<file path="config.mk">
export PLATFORM = sky130hd
export DESIGN_NAME = video_field_seq
export DESIGN_NICKNAME = d
export VERILOG_FILES = /design/src/rtl/video_field_seq.sv
export SDC_FILE = /design/constraint.sdc
export NUM_CORES = 1
export LEC_CHECK = 0
export BUFFER_PORTS_ARGS = -buffer_cell sky130_fd_sc_hd__clkbuf_2
export CORE_AREA = 2 2 102 104
export DETAILED_ROUTE_END_ITERATION = 7
export DIE_AREA = 0 0 104 106
export HOLD_SLACK_MARGIN = 0.1
export SYNTH_ARGS = -nofsm -noshare
export SYNTH_HDL_FRONTEND = slang
export SYNTH_SLANG_ARGS = --single-unit
</file>
<file path="constraint.sdc">
create_clock -name clk -period 2.9 [get_ports clk]
set_input_delay 0.58 -clock clk [delete_from_list [all_inputs] [get_ports clk]]
set_output_delay 0.58 -clock clk [all_outputs]
set_load 0.05 [all_outputs]
</file>
<file path="src/rtl/video_field_seq.sv">
module video_field_seq #(
  parameter int LINE_50      = 1728,
  parameter int LINE_60      = 1716,
  parameter int FIELD_HL_50  = 625,
  parameter int FIELD_HL_60  = 525,
  parameter int VS_HL        = 6,
  parameter int FIX_FIRST_50 = 23,
  parameter int FIX_LAST_50  = 310,
  parameter int FIX_FIRST_60 = 20,
  parameter int FIX_LAST_60  = 262,
  parameter int RST_FIRST    = 23,
  parameter int RST_LAST     = 310,
  localparam int LMAX = (LINE_50 > LINE_60) ? LINE_50 : LINE_60,
  localparam int FMAX = (FIELD_HL_50 > FIELD_HL_60) ? FIELD_HL_50 : FIELD_HL_60,
  localparam int HW = $clog2(LMAX),
  localparam int VW = $clog2(FMAX)
) (
  input  logic          clk,
  input  logic          rst_n,
  input  logic          wr_en,
  input  logic [2:0]    wr_addr,
  input  logic [15:0]   wr_data,
  input  logic          ref_line,
  input  logic          ref_field,
  input  logic          ext_phase_req,
  output logic [HW-1:0] h_count,
  output logic [VW-1:0] hl_count,
  output logic [3:0]    field_idx,
  output logic          sync_out,
  output logic          phase_reset,
  output logic          vblank
);

  logic          sel60, pal, secam, ext_en, std_blank;
  logic [1:0]    smode, pmode;
  logic [HW-1:0] htrig;
  logic [4:0]    vtrig;
  logic [VW-1:0] first_ln, last_ln;
  logic [HW-1:0] hc;
  logic [VW-1:0] hl;
  logic [3:0]    fc;
  logic [2:0]    f8;

  wire [HW-1:0] line_last  = sel60 ? HW'(LINE_60 - 1) : HW'(LINE_50 - 1);
  wire [HW-1:0] half_last  = sel60 ? HW'(LINE_60 / 2 - 1) : HW'(LINE_50 / 2 - 1);
  wire [HW-1:0] half_first = half_last + 1'b1;
  wire [VW-1:0] field_last = sel60 ? VW'(FIELD_HL_60 - 1) : VW'(FIELD_HL_50 - 1);
  wire [3:0]    seq_last   = secam ? 4'd11 : (pal ? 4'd7 : 4'd3);

  wire h_wrap  = hc >= line_last;
  wire hl_step = h_wrap || (hc == half_last);
  wire hl_wrap = hl >= field_last;

  wire [HW-1:0] htrig_new = (wr_data > 16'(line_last)) ? line_last : wr_data[HW-1:0];
  wire [VW-1:0] vload     = (16'(vtrig) > 16'(field_last)) ? field_last : VW'(vtrig);

  always_ff @(posedge clk or negedge rst_n) begin
    if (!rst_n) begin
      {std_blank, ext_en, pmode, smode, secam, pal, sel60} <= '0;
      htrig    <= '0;
      vtrig    <= '0;
      first_ln <= VW'(RST_FIRST);
      last_ln  <= VW'(RST_LAST);
    end else if (wr_en) begin
      case (wr_addr)
        3'd0: {std_blank, ext_en, pmode, smode, secam, pal, sel60} <= wr_data[8:0];
        3'd1: htrig    <= htrig_new;
        3'd2: vtrig    <= wr_data[4:0];
        3'd3: first_ln <= wr_data[VW-1:0];
        3'd4: last_ln  <= wr_data[VW-1:0];
        default: ;
      endcase
    end
  end

  always_ff @(posedge clk or negedge rst_n) begin
    if (!rst_n) begin
      hc <= '0;
      hl <= '0;
      fc <= '0;
      f8 <= '0;
    end else begin
      if (ref_line) hc <= htrig;
      else          hc <= h_wrap ? '0 : hc + 1'b1;
      if (ref_field) begin
        hl <= vload;
      end else if (!ref_line && hl_step) begin
        if (hl_wrap) begin
          hl <= '0;
          fc <= (fc >= seq_last) ? 4'd0 : fc + 4'd1;
          f8 <= f8 + 3'd1;
        end else begin
          hl <= hl + 1'b1;
        end
      end
    end
  end

  wire          half_start  = (hc == '0) || (hc == half_first);
  wire          field_start = half_start && (hl == '0);
  wire [VW-1:0] line_no     = hl >> 1;

  always_comb begin
    case (smode)
      2'b00:   sync_out = hl < VW'(VS_HL);
      2'b01:   sync_out = fc[0];
      2'b10:   sync_out = field_start && (fc == 4'd0);
      default: sync_out = 1'b0;
    endcase
    case (pmode)
      2'b00:   phase_reset = ext_en && ext_phase_req;
      2'b01:   phase_reset = half_start && (hl[1:0] == 2'b00);
      2'b10:   phase_reset = field_start && (f8 == 3'd0);
      default: phase_reset = field_start && (f8[1:0] == 2'b00);
    endcase
    if (std_blank)
      vblank = sel60 ? (line_no < VW'(FIX_FIRST_60) || line_no > VW'(FIX_LAST_60))
                     : (line_no < VW'(FIX_FIRST_50) || line_no > VW'(FIX_LAST_50));
    else
      vblank = (line_no < first_ln) || (line_no > last_ln);
  end

  assign h_count   = hc;
  assign hl_count  = hl;
  assign field_idx = fc;

endmodule

</file>
# Word level (Yosys, flattened, before mapping)
# Index checks and enable logic that the tools add are counted.
[word_totals] output_inout_bits=28 inputBits=25 regBits=73
[op_classes] eq_ne=10 bitwise=1 reduce_logical=29 muxes=17 order_cmp=12 n_addsub=5
[ops] op="10-bit 2-to-1 mux" count=4
[ops] op="11-bit 2-to-1 mux" count=3
[ops] op="9-bit > comparator, second input constant" count=2
[ops] op="9-bit by 5-bit < comparator with 1-bit output, second input constant" count=2
[ops] op="16-bit by 11-bit > comparator with 1-bit output" count=1
[ops] op="4-bit 2-to-1 mux" count=3
[ops] op="10-bit by 1-bit adder with 11-bit output, second input constant" count=1
[ops] op="11-bit by 1-bit adder with 11-bit output, second input constant" count=1
[ops] op="11-bit by 10-bit equality test with 1-bit output" count=1
[ops] op="11-bit equality test" count=1
[ops] op="11-bit greater-or-equal comparator" count=1
[ops] op="11-bit zero test" count=1
[ops] op="10-bit by 1-bit adder with 10-bit output, second input constant" count=1
[ops] op="10-bit greater-or-equal comparator" count=1
[ops] op="5-bit by 10-bit > comparator with 1-bit output" count=1
[ops] op="9-bit by 10-bit > comparator with 1-bit output" count=1
[ops] op="10-bit zero test" count=1
[ops] op="10-bit by 3-bit < comparator with 1-bit output, second input constant" count=1
[ops] op="9-bit by 10-bit < comparator with 1-bit output" count=1
[ops] op="2-bit AND reduction" count=5
[ops] op="2-bit zero test" count=4
[ops] op="1-bit logical AND" count=7
[ops] op="7-bit 2-to-1 mux" count=1
[ops] op="3-bit by 2-bit equality test with 1-bit output, second input constant" count=2
[ops] op="17 further kinds" count=27

# Depth between registers and ports, before layout
# Gate-level depths: netlist of the first run.
[depth] depth_word=7 ltp_mapped=10 mapped_depth_nobuf=8

# Least setup slack after synthesis of the first run
# No wires, ideal clock.
[synth_path] kind="register to output" from="reg hc[4], in the netlist h_count[4]" to="out phase_reset" arrival_time_ps=3254 path_slack_ps=-934 n_path_buf=1 stages_incl_launch_ff=8 path_cell_list="dfrtp_1 buf_2 or4b_1 a2111oi_0 a21oi_1 nor4_1 a21oi_1 o21ai_0"
[synth_between] elab_chain_len=5 word_cells_on_any_way=8 classes_between="1 x eq/ne; 1 x mux; 6 x reduce/logical"
[synth_lines] element="from (decl)" line="39" source="logic [HW-1:0] hc;"
[synth_lines] element="from (signal assigned)" line="83" source="if (ref_line) hc <= htrig;"
[synth_lines] element="from (signal assigned)" line="84" source="else hc <= h_wrap ? '0 : hc + 1'b1;"
[synth_lines] element="11-bit equality test or 11-bit zero test (tied branches)" line="99" source="wire half_start = (hc == '0) || (hc == half_first);"
[synth_lines] element="1-bit logical OR *" line="99"
[synth_lines] element="1-bit logical AND" line="100" source="wire field_start = half_start && (hl == '0);"
[synth_lines] element="1-bit logical AND (on tied branches)" line="114, 113"
[synth_lines] element="1-bit case mux with 3 select lines *" line="110" source="case (pmode)"
[synth_lines] element="to (decl)" line="30" source="output logic phase_reset,"
# Every way passes the cells marked *; elsewhere a longest branch is shown, timed or not.

# Worst setup path after layout of the first run
# Ends and elaborated chain as after synthesis.

==> results of run 1 <==
==> synthesized netlist by cell type, types with 3 or more instances <==
master    number  area share [%]
nand3b_1       5            0.86
ha_1          36              10
nand4b_1       5             1.0
xor2_1         4            0.80
nor2_1        38             3.3
nand3_1       16             1.8
a21o_1         6             1.0
nand2_1       44             3.8
xnor2_1        8             1.6
nand2b_1       4            0.57
mux2_2        25             6.4
dfrtp_1       64              37
a21oi_1       27             3.1
dfstp_2        9             5.4
o21ai_0       43             4.9
a211o_1        3            0.60
clkbuf_1      12             1.0
o211ai_1       3            0.52
inv_1         39             3.4
or3_1          3            0.43
nor2b_1        4            0.57
nand4_1        4            0.57
buf_6          3            0.77
and3_1         3            0.43
a31oi_1        6            0.86
nor3_1        11             1.3
==> metal layers <==
metal / share of wire [%] / global-route usage (%) / vias to the layer above
met4: 1.6 / 6.95 / 0
met2: 47 / 34.6 / 79
met3: 4.4 / 3.68 / 15
met1: 47 / 30.4 / 1772
met5: 0 / 0 / -
li1: - / - / 1790
==> power breakdown <==
| group | internal [mW] | switching, mW |
|---|---|---|
| logic | 0.422 | 0.666 |
| registers | 1.20 | 0.135 |
| clock network | 0.312 | 0.399 |
| total | 1.93 | 1.20 |
==> state kept, by name, indices dropped and copies added, names as in the netlist <==
name       cells
h_count       11
htrig         11
first_ln      10
hl_count      10
last_ln       10
vtrig          5
field_idx      4
f8             3
pmode          2
smode          2
ext_en         1
pal            1
secam          1
sel60          1
std_blank      1
==> final timing paths <==
check / startpoint / endpoint / slack [ns]
hold / removal: rst_n / h_count[8] / 0.34
hold reg to reg: f8[2] / f8[2] / 0.47
min in group clk: f8[2] / f8[2] / 0.47
setup / recovery: h_count[4] / phase_reset / -0.12
setup reg to reg: sel60 / field_idx[2] / 0.25
max in group asynchronous: rst_n / h_count[1] / 1.86
==> area by class of cell <==
| type | instances | area, um^2 |
|---|---|---|
| sequential | 73 | 1850 |
| inverter | 39 | 146 |
| multi-input combinational | 337 | 2400 |
| tap | 136 | 170 |
| fill | 961 | 4790 |
| timing repair buffer | 76 | 479 |
| clock inverter | 6 | 45.0 |
| clock buffer | 10 | 128 |
==> worst register-to-register path, delay by kind of cell (launching register included) <==
kind	cells	cell delay (ns)
AOI/OAI and AO/OA	6	1.59
adders and majority gates	1	0.38
buffers and inverters	1	0.20
DFF	1	0.38
==> metrics by stage <==
step	hold WS, ns	power, mW	setup TNS (ns)
2_1_floorplan	0.284	2.06	-0.0135
3_3_place_gp	0.458	2.37	0
3_5_place_dp	0.462	2.40	0
4_1_cts	0.397	3.14	-0.494
5_1_grt	0.417	3.34	-0.427
6_report	0.341	3.13	-0.232
==> logic make-up (layout without fill, tap and decap cells) <==
group | after synthesis | in the layout | share of synthesized area (%)
simple gates | 151 | 151 | 17.2
compound gates | 110 | 110 | 15.5
fa+ha+maj | 36 | 36 | 10.3
flops | 73 | 73 | 42.1
mux | 28 | 28 | 7.25
buf+inv | 55 | 131 | 5.27
xor+xnor | 12 | 12 | 2.41
==> repair_timing <==
action | 4_1_cts | 5_1_grt
resized for setup | 11 | 9
setup endpoints to repair | 3 | 4
buffers inserted | 0 | 0
pin swaps | 5 | 3
==> run summary, run 1 <==
Post-synth EDFFs: 0
Crit Path Max Fanout: 3
Clock Path Buffers: 2
Initial antenna violation count: 0
Die area: 11000 um^2
Area Overhead vs Synth: 19.3%
Clk_skew: 0.0157 ns
Ordered list of cells on the worst path: or4b_4, a2111oi_4, a21oi_2, nor4_2, buf_4, a21oi_2, o21ai_4, buf_12
Layout cells sized above 1: 28.1%
CTS tree: built
Vias: 3656
FFs w/ async S/R, synth: 100%
Slew @ Worst Pin: 0.931 ns
Max-Cap Viols: 0
CP Capture Type: primary output
Commonest non-fill, non-tap cell in the layout: dfrtp_1
Final std cells w/o fill: 677
Die Wd: 104 um
Critical path's slowest cell: or4b_4
F_max: 331 MHz
Initial Utilization: 43.7%
Crit path DAT: 2.44 ns
Pwr dens: 602 nW/um^2
Total grt overflow: 0
DP Worst Slack: 0.117 ns
WS Path Type: flip-flop to primary output
Violated checks: setup timing
Minimum clock period: 3.02 ns
Cell area after layout: 5210 um^2
Outcome: complete, but fails checks
First-pass GRT wire length: 18.9 mm
Cts hold-fix bufs: 0
Root buf cell: clkbuf_8
Delay-heaviest family, CP: simple AND/OR/NAND/NOR gates
Dpl cell area: 4960 um^2
WP buf/inv: 2
HP Class: input pin to asynchronous set/reset pin
Worst setup margin: -0.121 ns
Startpoint types: flip-flop
R2r worst-path depth: 8
Syn_nets: 526
Wire per inst: 16.8 um
Final Max Slew Viols: 0
Synth Warn #: 0
Distinct cells, synth: 54
Routed WL: 11.4 mm
IO buf count: 52
Final ANT Viol Nets: 0
Total Routing Usage GR: 21.8%
Sink Count: 73
Final Util: 52.1%
Slowest Stage Delay on Critical Path: 0.55 ns
RSZ-0062 raised after global routing: yes
Setup violators final: 2
Ys flop type: dfrtp_1
Synthesis-stage register bit count: 73
Final #Nets: 597
Ant. Diodes: 0
FP Rows: 37
Post-route clock period utilization: 104%
Crit path depth: 8
Commonest cells after routing, fill and taps aside: dfrtp_1, clkbuf_2, nand2_1
Clock slew at reported path FFs: 0.09 ns
Mapped Cells: 465
DP Cell Count: 661
Pleak: 2.39 nW
CTS buffer count: 9
Vias in the first global route: 3636
VDD IR max: 261 uV
DR pass1 iterations: 4
Top Ports: 53
Slew headroom: 37.9%
Worst-Skew Late Latency: 0.35 ns
Post-DP HPWL: 8.41 mm
Core region area: 10000 um^2
Htree depth: 3
Syn avg cell area: 9.39 um^2
1st-iter DRT viols: 190
Die height: 106 um
Crit path top cell by count: a21oi_2
Netlist Area Pre-Place: 4370 um^2
Sequential share of the synthesized area: 42.1%
GP Congestion: 0.853
Largest net degree at the start of global routing: 74
Final hold violations: 0
Via-per-instance ratio: 5.40
Worst EP required: 2.32 ns
Drt drc: 0
Note: power is estimated with default switching activity, not from simulation.
==> inputs of run 2 (changes only) <==
--- a/config.mk
+++ b/config.mk
@@ -13,3 +13,4 @@
 export SYNTH_ARGS = -nofsm -noshare
 export SYNTH_HDL_FRONTEND = slang
 export SYNTH_SLANG_ARGS = --single-unit
+export TNS_END_PERCENT = 1
==> run summary, run 2 (synthesis gave the netlist of run 1 again) <==
Slew headroom: 36.8% (was 37.9%)
Setup violators final: 2 (unchanged)
WP buf/inv: 2 (unchanged)
CTS tree: built (unchanged)
Post-DP HPWL: 8.16 mm (was 8.41 mm)
Design Power: 3.22 mW (was 3.13 mW)
Clock Path Buffers: 2 (unchanged)
IO buf count: 52 (unchanged)
Gate power share: 32.9% (was 34.7%)
Switching Fraction: 36.1% (was 38.3%)
Routed WL: 11.3 mm (was 11.4 mm)
Pleak: 2.39 nW (about the same)
Delay-heaviest family, CP: simple AND/OR/NAND/NOR gates (unchanged)
Clk_skew: 0.0106 ns (was 0.0157 ns)
Slew @ Worst Pin: 0.947 ns (was 0.931 ns)
Vias: 3676 (was 3656)
Htree depth: 3 (unchanged)
Top Ports: 53 (unchanged)
DR pass1 iterations: 4 (unchanged)
Worst-Skew Late Latency: 0.35 ns (about the same)
Crit path DAT: 2.42 ns (was 2.44 ns)
Commonest cells after routing, fill and taps aside: dfrtp_1, clkbuf_2, nand2_1 (unchanged)
Sink Count: 73 (unchanged)
Final #Nets: 594 (was 597)
Internal power: 2.06 mW (was 1.93 mW)
Worst EP required: 2.32 ns (about the same)
Net Sw Power: 1.16 mW (was 1.20 mW)
Die height: 106 um (unchanged)
Initial Utilization: 43.7% (unchanged)
Outcome: complete, but fails checks (unchanged)
Final Max Slew Viols: 0 (unchanged)
Layout cells sized above 1: 27.0% (was 28.1%)
Ordered list of cells on the worst path: or4b_4, a2111oi_4, a21oi_2, nor4_2, buf_4, a211oi_2, nor2b_4, buf_12 (was or4b_4, a2111oi_4, a21oi_2, nor4_2, buf_4, a21oi_2, o21ai_4, buf_12)
Reg power frac: 41.7% (was 42.6%)
Clock slew at reported path FFs: 0.08 ns (was 0.09 ns)
Die Wd: 104 um (unchanged)
Commonest non-fill, non-tap cell in the layout: dfrtp_1 (unchanged)
HP Class: input pin to asynchronous set/reset pin (unchanged)
Crit Path Max Fanout: 3 (unchanged)
Core region area: 10000 um^2 (unchanged)
GP Congestion: 0.870 (was 0.853)
Vias in the first global route: 3612 (was 3636)
Pwr dens: 620 nW/um^2 (was 602 nW/um^2)
Total grt overflow: 0 (unchanged)
Final Util: 51.9% (was 52.1%)
Root buf cell: clkbuf_8 (unchanged)
Violated checks: setup timing (unchanged)
First-pass GRT wire length: 18.7 mm (was 18.9 mm)
F_max: 334 MHz (was 331 MHz)
Wire per inst: 16.8 um (about the same)
Clock power share: 25.5% (was 22.7%)
FP Rows: 37 (unchanged)
1st-iter DRT viols: 158 (was 190)
Die area: 11000 um^2 (unchanged)
CP Capture Type: primary output (unchanged)
Area Overhead vs Synth: 18.9% (was 19.3%)
RSZ-0062 raised after global routing: yes (unchanged)
Startpoint types: flip-flop (unchanged)
VDD IR max: 419 uV (was 261 uV)
WS Path Type: flip-flop to primary output (unchanged)
Worst setup margin: -0.0969 ns (was -0.121 ns)
Final hold violations: 0 (unchanged)
Total Routing Usage GR: 21.6% (was 21.8%)
Final ANT Viol Nets: 0 (unchanged)
Initial antenna violation count: 0 (unchanged)
Max-Cap Viols: 0 (unchanged)
Ant. Diodes: 0 (unchanged)
Minimum clock period: 3.00 ns (was 3.02 ns)
Slowest Stage Delay on Critical Path: 0.56 ns (was 0.55 ns)
Drt drc: 0 (unchanged)
CTS buffer count: 9 (unchanged)
Critical path's slowest cell: or4b_4 (unchanged)
Via-per-instance ratio: 5.45 (was 5.40)
Post-route clock period utilization: 103% (was 104%)
Largest net degree at the start of global routing: 74 (unchanged)
-- run 2: power groups by stage --
stage                     Sequential, mW  Combinational [mW]  Clock, mW
after floorplan                     1.48               0.571          0
after global placement              1.35                1.01          0
after detailed placement            1.36                1.03          0
after CTS                           1.34                1.05      0.844
after global routing                1.36                1.16      0.886
final                               1.34                1.06      0.819
-- run 2: cell type report --
cell class                      instances  area (um^2)
Fill cell                             953         4810
Clock buffer                           14          163
Multi-Input combinational cell        337         2370
Inverter                               39          146
Tap cell                              136          170
Clock inverter                          2         37.5
Timing Repair Buffer                   73          457
Sequential cell                        73         1850
-- run 2: path summary, 6_finish.rpt --
check | from | endpoint | slack (ns) | depth (start not counted)
setup reg to reg | sel60 | hl_count[1] | 0.17 | 8
setup / recovery | sel60 | sync_out | -0.1 | 8
hold / removal | rst_n | first_ln[7] | 0.38 | 1
max in group asynchronous | rst_n | hl_count[3] | 1.85 | 1
hold reg to reg | f8[2] | f8[2] | 0.49 | 1
min in group clk | f8[2] | f8[2] | 0.49 | 1
-- run 2: what timing repair did --
item	in CTS	in global routing
pin swaps	3	2
hold endpoints to repair	0	0
gates resized for setup	12	5
setup buffers	1	0
hold buffers	0	0
endpoints found under the setup margin	3	6
-- run 2: metrics by stage --
step / cell area [um^2] / cells / setup TNS (ns) / setup slack (ns) / hold WS, ns
finish: 5190 / 674 / -0.191 / -0.0969 / 0.377
global placement: 4930 / 657 / 0 / 0.133 / 0.468
floorplan: 4400 / 465 / -0.0648 / -0.0513 / 0.284
detailed placement: 4930 / 657 / 0 / 0.159 / 0.471
CTS: 5180 / 674 / -0.150 / -0.0803 / 0.410
global route: 5190 / 674 / -0.491 / -0.247 / 0.454
-- run 2: layer usage --
layer	wire, um	track usage (%)
met1	5200	29.0
met2	5290	35.0
met3	543	3.43
met5	0	0
met4	289	8.98
-- run 2: worst reg2reg max path, stage by stage, from the launching register on --
cell,delay (ns)
dfrtp_1,0.39
buf_4,0.20
ha_1,0.35
o211ai_1,0.19
a221oi_1,0.13
o21ai_0,0.51
and2_1,0.46
mux2_4,0.33
o21ai_1,0.10
